$ cat config.mk
export PLATFORM = sky130hd
export DESIGN_NAME = axi_id_remap
export DESIGN_NICKNAME = d
export VERILOG_FILES = /design/src/rtl/axi_id_remap_pkg.sv /design/src/rtl/remap_slot.sv /design/src/rtl/remap_chan.sv /design/src/rtl/axi_id_remap.sv
export SDC_FILE = /design/constraint.sdc
export NUM_CORES = 1
export LEC_CHECK = 0
export BUFFER_PORTS_ARGS = -buffer_cell sky130_fd_sc_hd__buf_2
export CAP_MARGIN = 20
export CORE_AREA = 5 5 204 206
export DETAILED_ROUTE_END_ITERATION = 12
export DIE_AREA = 0 0 209 211
export PLACE_DENSITY = 0.8
export SYNTH_ARGS = -nofsm -noshare
export SYNTH_HDL_FRONTEND = slang
export SYNTH_SLANG_ARGS = --single-unit
$ cat constraint.sdc
create_clock -name clk -period 5.7 [get_ports clk]
set_clock_uncertainty 0.05 [all_clocks]
set_input_delay 0.855 -clock clk [delete_from_list [all_inputs] [get_ports clk]]
set_output_delay 0.855 -clock clk [all_outputs]
set_load 0.1 [all_outputs]
$ cat src/rtl/axi_id_remap_pkg.sv
package axi_id_remap_pkg;
  localparam int unsigned DEF_IN_W  = 12;
  localparam int unsigned DEF_VID_W = 3;
  localparam int unsigned DEF_CNT_W = 4;
  localparam int unsigned DEF_FIX_LO = 2;
  localparam int unsigned DEF_FIX_HI = 6;

  typedef enum logic {
    TBL_READ  = 1'b0,
    TBL_WRITE = 1'b1
  } tbl_sel_e;
endpackage

$ cat src/rtl/remap_slot.sv
module remap_slot #(
  parameter int unsigned IN_W  = 12,
  parameter int unsigned CNT_W = 4
) (
  input  logic             clk,
  input  logic             rst,
  input  logic             cfg_hit,
  input  logic             cfg_force,
  input  logic [IN_W-1:0]  cfg_mid,
  input  logic             acc,
  input  logic [IN_W-1:0]  acc_id,
  input  logic             dec,
  output logic [CNT_W-1:0] cnt_o,
  output logic [IN_W-1:0]  tag_o,
  output logic             fixed_o,
  output logic             pend_o,
  output logic             done_o
);
  logic [CNT_W-1:0] cnt_q;
  logic [IN_W-1:0]  tag_q;
  logic [IN_W-1:0]  pmid_q;
  logic             pforce_q;
  logic             pend_q;
  logic             fixed_q;
  logic             done_q;
  logic             apply;

  // a waiting change lands once the slot has drained and is idle this cycle
  assign apply = pend_q && (cnt_q == '0) && !acc;

  always_ff @(posedge clk) begin
    if (rst) begin
      cnt_q <= '0;
    end else if (acc && !dec) begin
      cnt_q <= cnt_q + 1'b1;
    end else if (!acc && dec) begin
      cnt_q <= cnt_q - 1'b1;
    end
  end

  always_ff @(posedge clk) begin
    if (rst) begin
      tag_q <= '0;
    end else if (acc) begin
      tag_q <= acc_id;
    end else if (apply && pforce_q) begin
      tag_q <= pmid_q;
    end
  end

  always_ff @(posedge clk) begin
    if (rst) begin
      pend_q   <= 1'b0;
      pforce_q <= 1'b0;
      pmid_q   <= '0;
      fixed_q  <= 1'b0;
      done_q   <= 1'b0;
    end else if (cfg_hit) begin
      pend_q   <= 1'b1;
      pforce_q <= cfg_force;
      pmid_q   <= cfg_mid;
      done_q   <= 1'b0;
    end else if (apply) begin
      pend_q  <= 1'b0;
      fixed_q <= pforce_q;
      done_q  <= 1'b1;
    end
  end

  assign cnt_o   = cnt_q;
  assign tag_o   = tag_q;
  assign fixed_o = fixed_q;
  assign pend_o  = pend_q;
  assign done_o  = done_q;
endmodule

$ cat src/rtl/remap_chan.sv
module remap_chan #(
  parameter int unsigned IN_W   = 12,
  parameter int unsigned VID_W  = 3,
  parameter int unsigned CNT_W  = 4,
  parameter int unsigned FIX_LO = 2,
  parameter int unsigned FIX_HI = 6,
  localparam int unsigned NS    = 1 << VID_W
) (
  input  logic             clk,
  input  logic             rst,
  input  logic             a_valid,
  input  logic [IN_W-1:0]  a_id,
  output logic             a_ready,
  output logic [VID_W-1:0] a_vid,
  input  logic             rsp_dec,
  input  logic [VID_W-1:0] rsp_vid,
  output logic [IN_W-1:0]  rsp_id,
  input  logic             cfg_we,
  input  logic [VID_W-1:0] cfg_vid,
  input  logic             cfg_force,
  input  logic [IN_W-1:0]  cfg_mid,
  output logic [NS-1:0]    done_o,
  output logic [NS-1:0]    fixed_o
);
  localparam logic [CNT_W-1:0] FULL = '1;

  logic [CNT_W-1:0] cnt   [NS];
  logic [IN_W-1:0]  tag   [NS];
  logic [NS-1:0]    fixed;
  logic [NS-1:0]    pend;
  logic [NS-1:0]    done;
  logic [NS-1:0]    cfg_hit;
  logic [NS-1:0]    acc;
  logic [NS-1:0]    dec;

  for (genvar s = 0; s < NS; s++) begin : g_slot
    localparam bit FIXABLE = (s >= FIX_LO) && (s <= FIX_HI);
    assign cfg_hit[s] = FIXABLE && cfg_we && (cfg_vid == VID_W'(s));
    assign acc[s]     = a_valid && a_ready && (a_vid == VID_W'(s));
    assign dec[s]     = rsp_dec && (rsp_vid == VID_W'(s));

    remap_slot #(.IN_W(IN_W), .CNT_W(CNT_W)) u_slot (
      .clk      (clk),
      .rst      (rst),
      .cfg_hit  (cfg_hit[s]),
      .cfg_force(cfg_force),
      .cfg_mid  (cfg_mid),
      .acc      (acc[s]),
      .acc_id   (a_id),
      .dec      (dec[s]),
      .cnt_o    (cnt[s]),
      .tag_o    (tag[s]),
      .fixed_o  (fixed[s]),
      .pend_o   (pend[s]),
      .done_o   (done[s])
    );
  end

  logic             dhit_any, fhit_any, free_any;
  logic [VID_W-1:0] dhit_v, fhit_v, free_v;

  // scan downward so the lowest matching slot is the one left standing
  always_comb begin
    dhit_any = 1'b0;
    fhit_any = 1'b0;
    free_any = 1'b0;
    dhit_v   = '0;
    fhit_v   = '0;
    free_v   = '0;
    for (int s = NS - 1; s >= 0; s--) begin
      if (!fixed[s] && (cnt[s] != '0) && (tag[s] == a_id)) begin
        dhit_any = 1'b1;
        dhit_v   = VID_W'(s);
      end
      if (fixed[s] && (tag[s] == a_id)) begin
        fhit_any = 1'b1;
        fhit_v   = VID_W'(s);
      end
      if (!fixed[s] && !pend[s] && (cnt[s] == '0)) begin
        free_any = 1'b1;
        free_v   = VID_W'(s);
      end
    end
  end

  // outstanding dynamic use wins over a pin, so one ID never splits
  always_comb begin
    if (dhit_any) begin
      a_vid   = dhit_v;
      a_ready = !pend[dhit_v] && (cnt[dhit_v] != FULL);
    end else if (fhit_any) begin
      a_vid   = fhit_v;
      a_ready = !pend[fhit_v] && (cnt[fhit_v] != FULL);
    end else begin
      a_vid   = free_v;
      a_ready = free_any;
    end
  end

  assign rsp_id  = tag[rsp_vid];
  assign done_o  = done;
  assign fixed_o = fixed;
endmodule

$ cat src/rtl/axi_id_remap.sv
module axi_id_remap
  import axi_id_remap_pkg::*;
#(
  parameter int unsigned IN_W   = DEF_IN_W,
  parameter int unsigned VID_W  = DEF_VID_W,
  parameter int unsigned CNT_W  = DEF_CNT_W,
  parameter int unsigned FIX_LO = DEF_FIX_LO,
  parameter int unsigned FIX_HI = DEF_FIX_HI,
  localparam int unsigned NS    = 1 << VID_W
) (
  input  logic             clk,
  input  logic             rst,
  input  logic             ar_valid_i,
  input  logic [IN_W-1:0]  ar_id_i,
  output logic             ar_ready_o,
  output logic [VID_W-1:0] ar_vid_o,
  input  logic             r_valid_i,
  input  logic             r_last_i,
  input  logic [VID_W-1:0] r_vid_i,
  output logic [IN_W-1:0]  r_id_o,
  input  logic             aw_valid_i,
  input  logic [IN_W-1:0]  aw_id_i,
  output logic             aw_ready_o,
  output logic [VID_W-1:0] aw_vid_o,
  input  logic             b_valid_i,
  input  logic [VID_W-1:0] b_vid_i,
  output logic [IN_W-1:0]  b_id_o,
  input  logic             cfg_we_i,
  input  logic             cfg_wr_i,
  input  logic [VID_W-1:0] cfg_vid_i,
  input  logic             cfg_force_i,
  input  logic [IN_W-1:0]  cfg_mid_i,
  output logic [NS-1:0]    rd_done_o,
  output logic [NS-1:0]    wr_done_o,
  output logic [NS-1:0]    rd_fixed_o,
  output logic [NS-1:0]    wr_fixed_o
);
  logic rd_cfg_we, wr_cfg_we;

  assign rd_cfg_we = cfg_we_i && (tbl_sel_e'(cfg_wr_i) == TBL_READ);
  assign wr_cfg_we = cfg_we_i && (tbl_sel_e'(cfg_wr_i) == TBL_WRITE);

  remap_chan #(
    .IN_W(IN_W), .VID_W(VID_W), .CNT_W(CNT_W), .FIX_LO(FIX_LO), .FIX_HI(FIX_HI)
  ) u_rd (
    .clk      (clk),
    .rst      (rst),
    .a_valid  (ar_valid_i),
    .a_id     (ar_id_i),
    .a_ready  (ar_ready_o),
    .a_vid    (ar_vid_o),
    .rsp_dec  (r_valid_i && r_last_i),
    .rsp_vid  (r_vid_i),
    .rsp_id   (r_id_o),
    .cfg_we   (rd_cfg_we),
    .cfg_vid  (cfg_vid_i),
    .cfg_force(cfg_force_i),
    .cfg_mid  (cfg_mid_i),
    .done_o   (rd_done_o),
    .fixed_o  (rd_fixed_o)
  );

  remap_chan #(
    .IN_W(IN_W), .VID_W(VID_W), .CNT_W(CNT_W), .FIX_LO(FIX_LO), .FIX_HI(FIX_HI)
  ) u_wr (
    .clk      (clk),
    .rst      (rst),
    .a_valid  (aw_valid_i),
    .a_id     (aw_id_i),
    .a_ready  (aw_ready_o),
    .a_vid    (aw_vid_o),
    .rsp_dec  (b_valid_i),
    .rsp_vid  (b_vid_i),
    .rsp_id   (b_id_o),
    .cfg_we   (wr_cfg_we),
    .cfg_vid  (cfg_vid_i),
    .cfg_force(cfg_force_i),
    .cfg_mid  (cfg_mid_i),
    .done_o   (wr_done_o),
    .fixed_o  (wr_fixed_o)
  );
endmodule

Yosys cells after proc, flatten, opt, wreduce, memory -nomap -nowiden. Index checks and enable logic that the tools add are counted. Widths: inputs -> output; s select.

Bits in registers: 416. Latch bits: 0. Bits in writable memories: 0. ROM bits: 0. Bits of input ports: 55. Logic and storage cells: 707. Memories: 0.

Add/sub/neg operators: 32. Multipliers: 0. Div/mod/pow operators: 0. $lt $le $gt $ge: 10. Eq/ne operators: 53. Shift operators: 0. Muxes and demuxes: 196. Bitwise logic cells: 17. Reduce and logical (&&, ||, !) cells: 317.

Operators by type and width (number): $mux 12 (30); $eq 12x12->1 (16); $logic_and 1x1->1 (169); $mux 4 (40); $mux 3 (46); $bmux 12 s3 (2); $reduce_bool 2->1 (36); $mux 1 (70); $add 4x1->4 const B (16); $logic_not 4->1 (16); $reduce_bool 4->1 (16); $sub 4x1->4 const B (16); $eq 3x3->1 const B (19); $logic_not 1->1 (56); $bmux 4 s3 (4); $eq 3x2->1 const B (10); $ge 4x4->1 const B (6); $not 3->4 (6); $reduce_and 2->1 (10); $reduce_or 2->1 (10); $lt 3x4->1 const B (4); $ne 4x4->1 const B (4); $bmux 1 s3 (4); $eq 3x1->1 const B (4); other kinds (2) (15).

Depth between registers and ports, before layout. Gate-level depths: netlist of run 1.

Depth after elaboration: 24. Depth in mapped cells: 22. Gate-level depth less buffers: 18.

Cells and area by module. From an unflattened synthesis of run 1, not the netlist that was laid out.

Cell total of the unflattened synthesis: 3195. Area, all modules: 29848.6 um^2.

Modules (own cells, without submodules): remap_slot at u_wr.g_slot[0].u_slot ... (times used 8, cells each 150, area each 1471.4 um^2, sequential area each 640.6 um^2); remap_slot at u_rd.g_slot[0].u_slot ... (times used 7, cells each 150, area each 1475.2 um^2, sequential area each 640.6 um^2); remap_chan (times used 2, cells each 396, area each 3131.8 um^2, sequential area each 0.0 um^2); remap_slot at u_rd.g_slot[7].u_slot (times used 1, cells each 150, area each 1465.2 um^2, sequential area each 640.6 um^2); axi_id_remap (times used 1, cells each 3, area each 22.5 um^2, sequential area each 0.0 um^2).

Least setup slack after synthesis of run 1. OpenSTA, ideal clock, no wires.

Path type: input -> register. From: input ar_id_i[8]. To: register u_rd.g_slot[7].u_slot.cnt_q[3]. Library setup time: 0.070 ns. Data arrival time: 7.043 ns. Path slack: -1.463 ns. Cell stages on the path: 20. Path through: buf_4 xor2_1 nor4_2 nand4_1 nand3_2 a21oi_1 o31ai_1 inv_1 or4b_1 buf_6 buf_12 inv_1 ha_1 inv_1 ha_1 a21o_1 a21oi_1 xnor2_1 or3_1 a21oi_1.

RTL lines: start: declaration (RTL line axi_id_remap.sv:14) `input logic [IN_W-1:0] ar_id_i,`; $eq 12x12->1 (RTL line remap_chan.sv:71, remap_chan.sv:75); $logic_and 1x1->1 (RTL line remap_chan.sv:71) `if (!fixed[s] && (cnt[s] != '0) && (tag[s] == a_id)) begin`; $mux 3 or $mux 1 (tied branches) (8 in series) (RTL line remap_chan.sv:71); $mux 3 * (RTL line remap_chan.sv:88) `if (dhit_any) begin`; named net ar_vid_o[2] (RTL line axi_id_remap.sv:16) `output logic [VID_W-1:0] ar_vid_o,`; $eq 3x3->1 * (RTL line remap_chan.sv:39) `assign acc[s] = a_valid && a_ready && (a_vid == VID_W'(s));`; $logic_and 1x1->1 * (RTL line remap_chan.sv:39); named net u_rd.g_slot[7].u_slot.acc (RTL line remap_slot.sv:10) `input logic acc,`; $logic_not 1->1 (RTL line remap_slot.sv:36) `end else if (!acc && dec) begin`; $logic_and 1x1->1 (RTL line remap_slot.sv:36); $reduce_bool 2->1 (no line); end signal: assignment (RTL line remap_slot.sv:35) `cnt_q <= cnt_q + 1'b1;`; end signal: assignment (RTL line remap_slot.sv:37) `cnt_q <= cnt_q - 1'b1;`; end: declaration (RTL line remap_slot.sv:19) `logic [CNT_W-1:0] cnt_q;`.

Mark *: on every way through the listed nets, which the timed path passes. The rest lies on a longest branch. The select of a mux whose other input is x is not followed. A chain may end at the register's enable or synchronous reset.

Worst setup path in the final report of run 1.
From: register u_wr.g_slot[4].u_slot.cnt_q[0]. To: output aw_ready_o.

Word-level cells in the longest chain between the ends: 15.

Ends and longest elaborated chain: start: declaration (RTL line remap_slot.sv:19); start signal: assignment (RTL line remap_slot.sv:35); start signal: assignment (RTL line remap_slot.sv:37); $reduce_bool 4->1 (RTL line remap_chan.sv:71); $logic_and 1x1->1 (2 in series) (RTL line remap_chan.sv:71); $mux 3 (5 in series) (RTL line remap_chan.sv:71); $not 3->4 (implied by the code) (RTL line remap_chan.sv:90) `a_ready = !pend[dhit_v] && (cnt[dhit_v] != FULL);`; $bmux 4 s3 (RTL line remap_chan.sv:90); $mux 4 (implied by the code) (2 in series) (RTL line remap_chan.sv:90); $ne 4x4->1 (RTL line remap_chan.sv:90); $logic_and 1x1->1 (RTL line remap_chan.sv:90); $mux 1 * (RTL line remap_chan.sv:88); end: declaration (RTL line axi_id_remap.sv:23) `output logic aw_ready_o,`.

Mark *: on every way between the ends. The rest lies on a longest branch, timed or not. The select of a mux whose other input is x is not followed.

==> results of run 1 <==
sequential cells by signal, indices dropped and copies added, names as in the netlist, 32 cells and up:
| register | flops |
|---|---|
| u_wr.g_slot.u_slot.tag_o | 96 |
| u_rd.g_slot.u_slot.cnt_o | 32 |
| u_wr.g_slot.u_slot.pmid_q | 60 |
| u_rd.g_slot.u_slot.pmid_q | 60 |
| u_rd.g_slot.u_slot.tag_o | 96 |
| u_wr.g_slot.u_slot.cnt_o | 32 |
power breakdown:
| group | total [uW] | switching (uW) | internal (uW) |
|---|---|---|---|
| clock | 2990 | 1260 | 1730 |
| sequential | 3540 | 346 | 3190 |
| combinational | 3170 | 1960 | 1210 |
| total | 9700 | 3560 | 6130 |
layer usage:
layer	vias up	share of wire (%)	global-route usage, %	routed length [um]
li1	8897	-	-	-
met1	9465	44	43.8	30700
met2	876	45	47.9	31300
met3	150	8.0	4.47	5550
met4	0	3.1	10.6	2170
met5	-	0	0	0
through the flow:
| stage | cell area, um2 | setup WS, ns |
|---|---|---|
| after CTS | 26100 | 0.552 |
| after global placement | 24600 | 0.360 |
| final | 26100 | 0.516 |
| after detailed placement | 24600 | 0.308 |
| after global routing | 26100 | 0.212 |
| after floorplan | 24300 | 0.117 |
cell families after synthesis:
logic type                 after synthesis
DFF                                    416
and+or+nand+nor                        907
other                                    1
adders and majority gates               64
muxes                                  418
AOI/OAI and AO/OA                      292
buffers and inverters                  255
xor gates and xnor gates               240
worst max path at each step:
stage	startpoint	end	slack, ns
final	u_wr.g_slot[4].u_slot.cnt_o[0]	aw_ready_o	0.52
after global routing	u_wr.g_slot[4].u_slot.cnt_o[0]	u_wr.g_slot[2].u_slot.cnt_o[3]	0.21
after CTS	u_wr.g_slot[4].u_slot.cnt_o[0]	aw_ready_o	0.55
after detailed placement	ar_id_i[5]	u_rd.g_slot[6].u_slot.cnt_o[3]	0.31
after global placement	ar_id_i[3]	u_rd.g_slot[4].u_slot.cnt_o[3]	0.36
after floorplan	ar_id_i[8]	u_rd.g_slot[7].u_slot.cnt_o[3]	0.12
critical path, delay by kind of cell (launching register included):
family / cells / cell delay, ns
AND/OR/NAND/NOR: 5 / 2.09
AO/OA/AOI/OAI: 2 / 0.57
flip-flops: 1 / 0.38
buffers and inverters: 1 / 0.51
multiplexers: 1 / 0.11
cell usage in the layout (no fill, tap or decap), drive strengths merged, types with 9 or more instances in the layout:
master	n
a21o	21
mux2i	345
nand4	52
o21ai	24
buf	142
clkinv	16
nand2	301
inv	40
or2	124
clkbuf	60
nand2b	106
or3	19
nor2b	11
conb	12
ha	48
a21oi	205
nand3	36
nor3	20
fa	16
nor4	67
nor2	127
mux2	25
or4	10
dfxtp	416
a41oi	9
xnor2	56
and4	13
mux4	48
xor2	184
area by class of cell:
type	count	area, um2
Clock buffer	60	1240
Clock inverter	23	262
Fill cell	3105	13400
Inverter	39	146
Tap cell	525	657
Multi-Input combinational cell	1933	14600
Sequential cell	416	8330
Timing Repair Buffer	142	836
==> reports/qor.csv, run 1 <==
metric,value,unit
synth_flop_cell,dfxtp_1,
pin_count,119,
diodes,0,
setup_viol,0,
numPortBuffers,106,
first_global_vias,18995,
reg2regPathDepth,18,
worstHoldStart,u_wr.g_slot[2].u_slot.pmid_q[1],
antenna_found_initial,0,
drv_cap,0,
synth-seq-area-share,34.4,%
initial_utilization,61.4,%
drcViolationCount,0,
async_reset_ff_share,0,%
place_hpwl,50.8,mm
fmax,0.193,GHz
instances_no_fill,3138,
grt_max_degree,175,
htreeDepth,2,
cts.sinks,416,
totalWireLength,69.7,mm
synth_cells,2593,
cts-hold-fix-buffers,0,
fin_crit,5.18,ns
tritoncts,yes,
critPathMaxStageDelay,0.75,ns
tns,0,ns
post_cts_buffers,0,
dr.first_iter.drc_count,1914,
synth_area,0.0242,mm2
hold_path.class,reg -> reg,
rsz0062_at_grt,false,
total_power,9700,uW
slew_violations,0,
synth.distinct_cells,76,
cts-root-buf,clkbuf_16,
yosys-top-cells-count,"dfxtp_1 (416), mux2i_1 (345), nand2_1 (301), a21oi_1 (205), xor2_1 (184)",
ir_worst_vdd,0.264,mV
hold_viol_final,0,
synth_top_family_by_area,simple AND/OR/NAND/NOR gates,
crit_chain,nor4_1 -> nor2_1 -> nor4b_1 -> nor4_1 -> or2_1 -> mux2i_1 -> o211ai_1 -> a21o_2 -> buf_2,
finalHoldWorstSlack,0.403,ns
synth-xor-area-share,8.67,%
clk_latency,0.59,ns
core,0.0395,mm2
grt_usage,30.7,%
synth_area_leaders,"dfxtp_1 (34%), mux2i_1 (14%), xor2_1 (6.6%)",
num-nets-final,2696,
tightestPinTransition,1.06,ns
fin_util,66.1,%
vias,19388,
cp.arrival,4.28,ns
grt_pass1_wl,109,mm
dp.cells,3054,
fin_crit_sh,91.0,%
cp_max_fo,11,
maxSlewHeadroom,29.2,%
slowest_stage,nor4_1,
yosys_warnings,0,
synth-edff-count,0,
power_density,372,mW/mm2
drt_first_pass_iters,6,
avgSynthCellArea,9.35,um2
ctsResizeCount,0,
die_x,209,um
start_kind,flip-flop,
rrSetupSlack,0.58,ns
die_area,0.0441,mm2
r2r-end,u_wr.g_slot[4].u_slot.cnt_o[3],
synth.area.mux_share,19.9,%
hold_path_depth,2,
routedWlPerCell,22.2,um
status,finished clean,
die_y,211,um
ys_seq_elements,416,
synthAdderAreaFrac,3.80,%
synth_top_area_share,34.4,%
cts_buffers,45,
leakage,0.0118,uW
synth-simple-area-share,20.7,%
timing.setup.critical_path_class,reg -> out,
synth_compound_area_share,6.89,%
path_clk_slew,0.06,ns
clockBufferDepth,3,
min_to,u_wr.g_slot[2].u_slot.pmid_q[1],
row_count,73,
area_growth,7.52,%
required,4.80,ns
grt_overflow,0,
worstReg2RegStart,u_wr.g_slot[4].u_slot.cnt_o[0],
final_antenna_net_count,0,
routabilityCongestion,0.986,
cp_common_cell,nor4_1,
yosysTopAreaCell,dfxtp_1,
synth.most_common_cell,dfxtp_1,
layout-drive-gt1-share,17.9,%
worst_setup_path_end_kind,output port,
drt-vias-per-instance,6.18,
Power figures use the tool's default switching activity.
==> run 2, diff against run 1 <==
- RECOVER_POWER: default -> 100
==> reports/qor.csv, run 2 (same netlist as run 1, synthesis figures left out) <==
metric,value,unit,change
rrSetupSlack,0.42,ns,-0.16 ns
power_density,373,mW/mm2,+0.25%
drt_first_pass_iters,6,,unchanged
post_cts_buffers,0,,unchanged
worst_setup_path_end_kind,flip-flop,,
die_x,209,um,unchanged
timing.setup.critical_path_class,reg -> reg,,
rsz0062_at_grt,false,,
pin_count,119,,unchanged
vias,19480,,+0.47%
status,"finished, violations left",,
place_hpwl,50.8,mm,unchanged
failed_checks,"max-capacitance violations, max-slew violations",,
totalWireLength,69.9,mm,+0.30%
slowest_stage,nor4_1,,
antenna_found_initial,0,,unchanged
critPathMaxStageDelay,1.02,ns,+0.27 ns
cts.sinks,416,,unchanged
final_common_cell,dfxtp_1,,
routedWlPerCell,22.3,um,+0.30%
grt_usage,30.7,%,unchanged
required,6.12,ns,+1.32 ns
tritoncts,yes,,
worstHoldStart,u_wr.g_slot[2].u_slot.pmid_q[1],,
drcViolationCount,0,,unchanged
routabilityCongestion,0.986,,unchanged
cts-root-buf,clkbuf_16,,
crit_buf_inv,2,,+1
critPathTopFamily,simple AND/OR/NAND/NOR gates,,
area_growth,6.54,%,
path_clk_slew,0.06,ns,about the same
tightestPinTransition,3.13,ns,+2.07 ns
grt_overflow,0,,unchanged
diodes,0,,unchanged
cts-hold-fix-buffers,0,,unchanged
drt-vias-per-instance,6.21,,+0.47%
final_cell_mix,"dfxtp_1 (416), mux2i_1 (345), nand2_1 (301), a21oi_1 (204), xor2_1 (184)",,
start_kind,flip-flop,,
slew_violations,378,,+378
cts_buffers,45,,unchanged
setup_viol,0,,unchanged
htreeDepth,2,,unchanged
layout-drive-gt1-share,15.3,%,-2.6 points
ir_worst_vdd,0.248,mV,-5.9%
reg2regPathDepth,18,,unchanged
first_global_vias,18995,,unchanged
hold_viol_final,0,,unchanged
row_count,73,,unchanged
fin_crit,5.28,ns,+0.0996 ns
maxSlewHeadroom,-109,%,-140 points
die_area,0.0441,mm2,unchanged
dr.first_iter.drc_count,1907,,-0.37%
drv_cap,6,,+6
grt_max_degree,175,,unchanged
cp_max_fo,9,,-2
hold_path_depth,2,,unchanged
tns,0,ns,unchanged
crit_chain,nor4_1 -> nor4_1 -> nand4_1 -> nand4_1 -> or2_0 -> a2111oi_0 -> a22oi_1 -> o21a_4 -> or4_1 -> inv_1 -> ha_1 -> inv_1 -> ha_1 -> a21o_1 -> a21oi_1 -> xnor2_1 -> or3_1 -> a21oi_1,,
worstReg2RegStart,u_rd.g_slot[7].u_slot.cnt_o[0],,
hold_path.class,reg -> reg,,
fmax,0.189,GHz,-1.9%
die_y,211,um,unchanged
clockBufferDepth,3,,unchanged
cp.arrival,5.71,ns,+1.43 ns
core,0.0395,mm2,unchanged
grt_pass1_wl,109,mm,unchanged
initial_utilization,61.4,%,unchanged
fin_util,65.5,%,-0.60 points
leakage,0.0116,uW,-2.3%
ctsResizeCount,0,,unchanged
numPortBuffers,106,,unchanged
r2r-end,u_rd.g_slot[6].u_slot.cnt_o[3],,
clk_latency,0.59,ns,about the same
final_antenna_net_count,0,,unchanged
num-nets-final,2696,,unchanged
min_to,u_wr.g_slot[2].u_slot.pmid_q[1],,
fin_crit_sh,92.7,%,+1.7 points
run 2: layout make-up:
class	count	area [um2]
flip-flops and latches	416	8330
clock inverters	23	262
fillers	3160	13600
well taps	525	657
multi-input cells	1933	14500
repair buffers	142	683
inverters	39	146
clock buffers	60	1240
run 2: how the worst max path moves through the flow:
stage | startpoint | slack (ns) | endpoint | cells past startpoint
3_5_place_dp | ar_id_i[5] | 0.31 | u_rd.g_slot[6].u_slot.cnt_o[3] | 18
5_1_grt | u_rd.g_slot[7].u_slot.cnt_o[0] | 0.12 | u_rd.g_slot[7].u_slot.cnt_o[3] | 18
3_3_place_gp | ar_id_i[3] | 0.36 | u_rd.g_slot[4].u_slot.cnt_o[3] | 18
6_report | u_rd.g_slot[7].u_slot.cnt_o[0] | 0.42 | u_rd.g_slot[6].u_slot.cnt_o[3] | 18
4_1_cts | u_wr.g_slot[4].u_slot.cnt_o[0] | 0.55 | aw_ready_o | 9
2_1_floorplan | ar_id_i[8] | 0.12 | u_rd.g_slot[7].u_slot.cnt_o[3] | 20
run 2: power by group:
group,internal [uW],switching (uW),total [uW]
Combinational,1170,1920,3090
Sequential,3190,346,3540
Clock,1730,1270,3000
Total,6090,3540,9630
run 2: worst min-delay path: stages (launching register included):
cell and delay [ns]:
dfxtp_1 0.31, nand2_1 0.05, a21oi_1 0.05
run 2: routing by layer:
layer  up-vias  track usage [%]  share of wire (%)
li1       8897                -                  -
met1      9574             43.8                 44
met2       860             47.9                 45
met3       149             4.47                7.8
met4         0             10.6                3.0
met5         -                0                  0
run 2: per-stage QoR:
stage	area (um2)	cells	total power [uW]	setup slack, ns	hold WS, ns
6_report	25800	3138	9630	0.416	0.403
5_1_grt	25800	3138	10000	0.120	0.424
4_1_cts	26100	3137	9680	0.552	0.406
3_5_place_dp	24600	3054	6680	0.308	0.397
3_3_place_gp	24600	3054	6560	0.360	0.391
2_1_floorplan	24300	2604	6020	0.117	0.386
==> run 3, diff against run 2 <==
- CORE_AREA: 5 5 204 206 -> 5 5 222 224
- DIE_AREA: 0 0 209 211 -> 0 0 227 229
- PLACE_DENSITY: 0.8 -> 0.82
- SYNTH_HIERARCHICAL: default -> 1
==> reports/qor.csv, run 3 <==
metric,value,unit,change
status,"finished, violations left",,
failed_checks,"max-capacitance violations, max-slew violations",,
initial_utilization,63.3,%,+1.9 points
p_switching,5240,uW,+48%
yosysTopAreaCell,dfxtp_1,,
routedWlPerCell,25.2,um,+13%
drt-vias-per-instance,6.62,,+6.7%
crit_chain,buf_2 -> buf_12 -> xor2_1 -> nor4_1 -> and4_1 -> a21o_1 -> a21oi_1 -> or4_1 -> a221oi_2 -> nand4b_1 -> buf_4 -> nor2_1 -> clkbuf_2 -> or4b_4 -> nor2_1 -> a2111oi_0,,
clockBufferDepth,3,,unchanged
power_frac_comb,34.5,%,+2.4 points
synth_area,0.0298,mm2,+23%
die_x,227,um,+8.6%
synth_cells,3195,,+23%
tritoncts,yes,,
worst_setup_path_end_kind,flip-flop,,
num-nets-final,3393,,+26%
setup_viol,0,,unchanged
slowest_stage,nor4_1,,
fmax,0.184,GHz,-2.8%
required,6.11,ns,about the same
p_clk_share,30.0,%,-1.1 points
leakage,0.0129,uW,+12%
grt_overflow,0,,unchanged
start_kind,input pin,,
synth_flop_cell,dfxtp_1,,
first_global_vias,25769,,+36%
multi_input_area,0.0170,mm2,+17%
dr.first_iter.drc_count,2779,,+46%
yosys-top-cells-count,"nor2_1 (524), dfxtp_1 (512), inv_1 (254), mux2i_1 (244), nor3_1 (232)",,
final_common_cell,nor2_1,,
cts.sinks,512,,+23%
total_power,13400,uW,+40%
path_clk_slew,0.06,ns,about the same
tightestPinTransition,2.39,ns,-0.743 ns
async_reset_ff_share,0,%,unchanged
ff_latch_area,0.0102,mm2,+23%
drcViolationCount,0,,unchanged
fillCellCount,3781,,+20%
power_density,415,mW/mm2,+11%
p_int,8210,uW,+35%
dp.cells,3833,,+26%
clk_latency,0.62,ns,+0.03 ns
cts-hold-fix-buffers,0,,unchanged
totalWireLength,99.3,mm,+42%
synth.most_common_cell,nor2_1,,
die_y,229,um,+8.5%
synth_top_area_share,34.3,%,about the same
synth.distinct_cells,66,,-13%
yosys_warnings,6,,+6
cts_buffers,54,,+20%
area_growth,8.56,%,
synth-edff-count,0,,unchanged
die_area,0.0520,mm2,+18%
grt_pass1_wl,151,mm,+39%
vias,26059,,+34%
hold_path.class,reg -> reg,,
cp_max_fo,32,,+23
rrSetupSlack,0.31,ns,-0.11 ns
maxSlewHeadroom,-59.2,%,+50 points
final_antenna_net_count,0,,unchanged
cp.arrival,5.85,ns,+0.14 ns
pin_count,119,,unchanged
row_count,80,,+9.6%
synth-seq-area-share,34.3,%,about the same
rsz0062_at_grt,false,,
post_cts_buffers,0,,unchanged
slew_violations,563,,+49%
fin_crit,5.44,ns,+0.154 ns
drt_first_pass_iters,6,,unchanged
grt_usage,36.8,%,+6.2 points
drv_cap,8,,+2
hold_viol_final,0,,unchanged
core,0.0471,mm2,+19%
fin_util,68.7,%,+3.3 points
ys_seq_elements,512,,+23%
cts-root-buf,clkbuf_16,,
instances_no_fill,3935,,+25%
cp_common_cell,nor2_1,,
final_cell_mix,"nor2_1 (522), dfxtp_1 (512), inv_1 (254), mux2i_1 (244), nor3_1 (231)",,
ctsResizeCount,0,,unchanged
place_hpwl,71.1,mm,+40%
fin_crit_sh,95.4,%,+2.7 points
htreeDepth,2,,unchanged
ir_worst_vdd,0.671,mV,+170%
synth_area_leaders,"dfxtp_1 (34%), mux2i_1 (8.2%), a2111oi_2 (8.0%)",,
grt_max_degree,97,,-45%
numPortBuffers,118,,+11%
routabilityCongestion,1.02,,+3.2%
crit_buf_inv,4,,+2
antenna_found_initial,6,,+6
p_seq_share,35.5,%,-1.2 points
layout-drive-gt1-share,16.4,%,+1.0 points
critPathMaxStageDelay,0.70,ns,-0.32 ns
timing.setup.critical_path_class,in -> reg,,
avgSynthCellArea,9.34,um2,about the same
critPathTopFamily,simple AND/OR/NAND/NOR gates,,
p_sw_share,38.9,%,+2.2 points
==> run 3: power by group through the flow <==
stage                     registers [uW]  logic, uW  clock network [uW]
after floorplan                     4610       3650                   0
after global placement              4790       4680                   0
after detailed placement            4810       4840                   0
after CTS                           4740       4880                4060
after global routing                4810       4970                4240
final                               4780       4640                4030
==> run 3: worst paths after layout <==
kind	end	cells after the start	start
worst min-delay path	u_wr/g_slot[6].u_slot/done_o	2	u_wr/g_slot[6].u_slot/done_o
worst min register to register	u_wr/g_slot[6].u_slot/done_o	2	u_wr/g_slot[6].u_slot/done_o
worst max register to register	u_rd/g_slot[5].u_slot/tag_o[2]	14	u_rd/g_slot[3].u_slot/tag_o[2]
worst max-delay path	u_wr/g_slot[0].u_slot/tag_o[2]	16	aw_id_i[7]
==> run 3: routing by layer <==
layer / up-vias / wire, um / track usage, %
li1: 11694 / - / -
met4: 8 / 7210 / 21.1
met5: - / 42 / 0
met2: 1345 / 46100 / 59.8
met1: 12611 / 38600 / 46.3
met3: 401 / 7290 / 6.12
==> run 3: layout make-up <==
class / instances / share of cell area, %
Antenna cell: 1 / 0.00772
Clock buffer: 72 / 4.85
Clock inverter: 29 / 1.41
Inverter: 254 / 2.94
Multi-Input combinational cell: 2217 / 52.5
Sequential cell: 512 / 31.6
Tap cell: 615 / 2.37
Timing Repair Buffer: 235 / 4.32
==> run 3: worst reg2reg max path: cells and delay by family (launching register included) <==
family	cells	cell delay, ns
AOI/OAI and AO/OA	3	1.04
buffers and inverters	2	0.82
and+or+nand+nor	8	2.69
DFF	1	0.47
xor gates and xnor gates	1	0.12
==> run 3: through the flow <==
stage	area (um2)	hold WS (ns)	TNS [ns]	setup WS [ns]
6_report	32400	0.408	0	0.262
5_1_grt	32400	0.434	0	0.149
4_1_cts	33400	0.408	0	0.512
3_5_place_dp	31400	0.399	-0.0566	-0.0492
3_3_place_gp	31300	0.391	0	0.145
2_1_floorplan	29900	0.411	0	0.147
==> run 3: cells by family after synthesis <==
kind of cell,after synthesis,share of synthesized area [%]
compound gates,384,13.4
simple gates,1207,22.5
other cells,2,0.0252
flops,512,34.3
fa+ha+maj,64,3.09
buf+inv,470,6.72
mux,332,13.3
xor+xnor,224,6.57
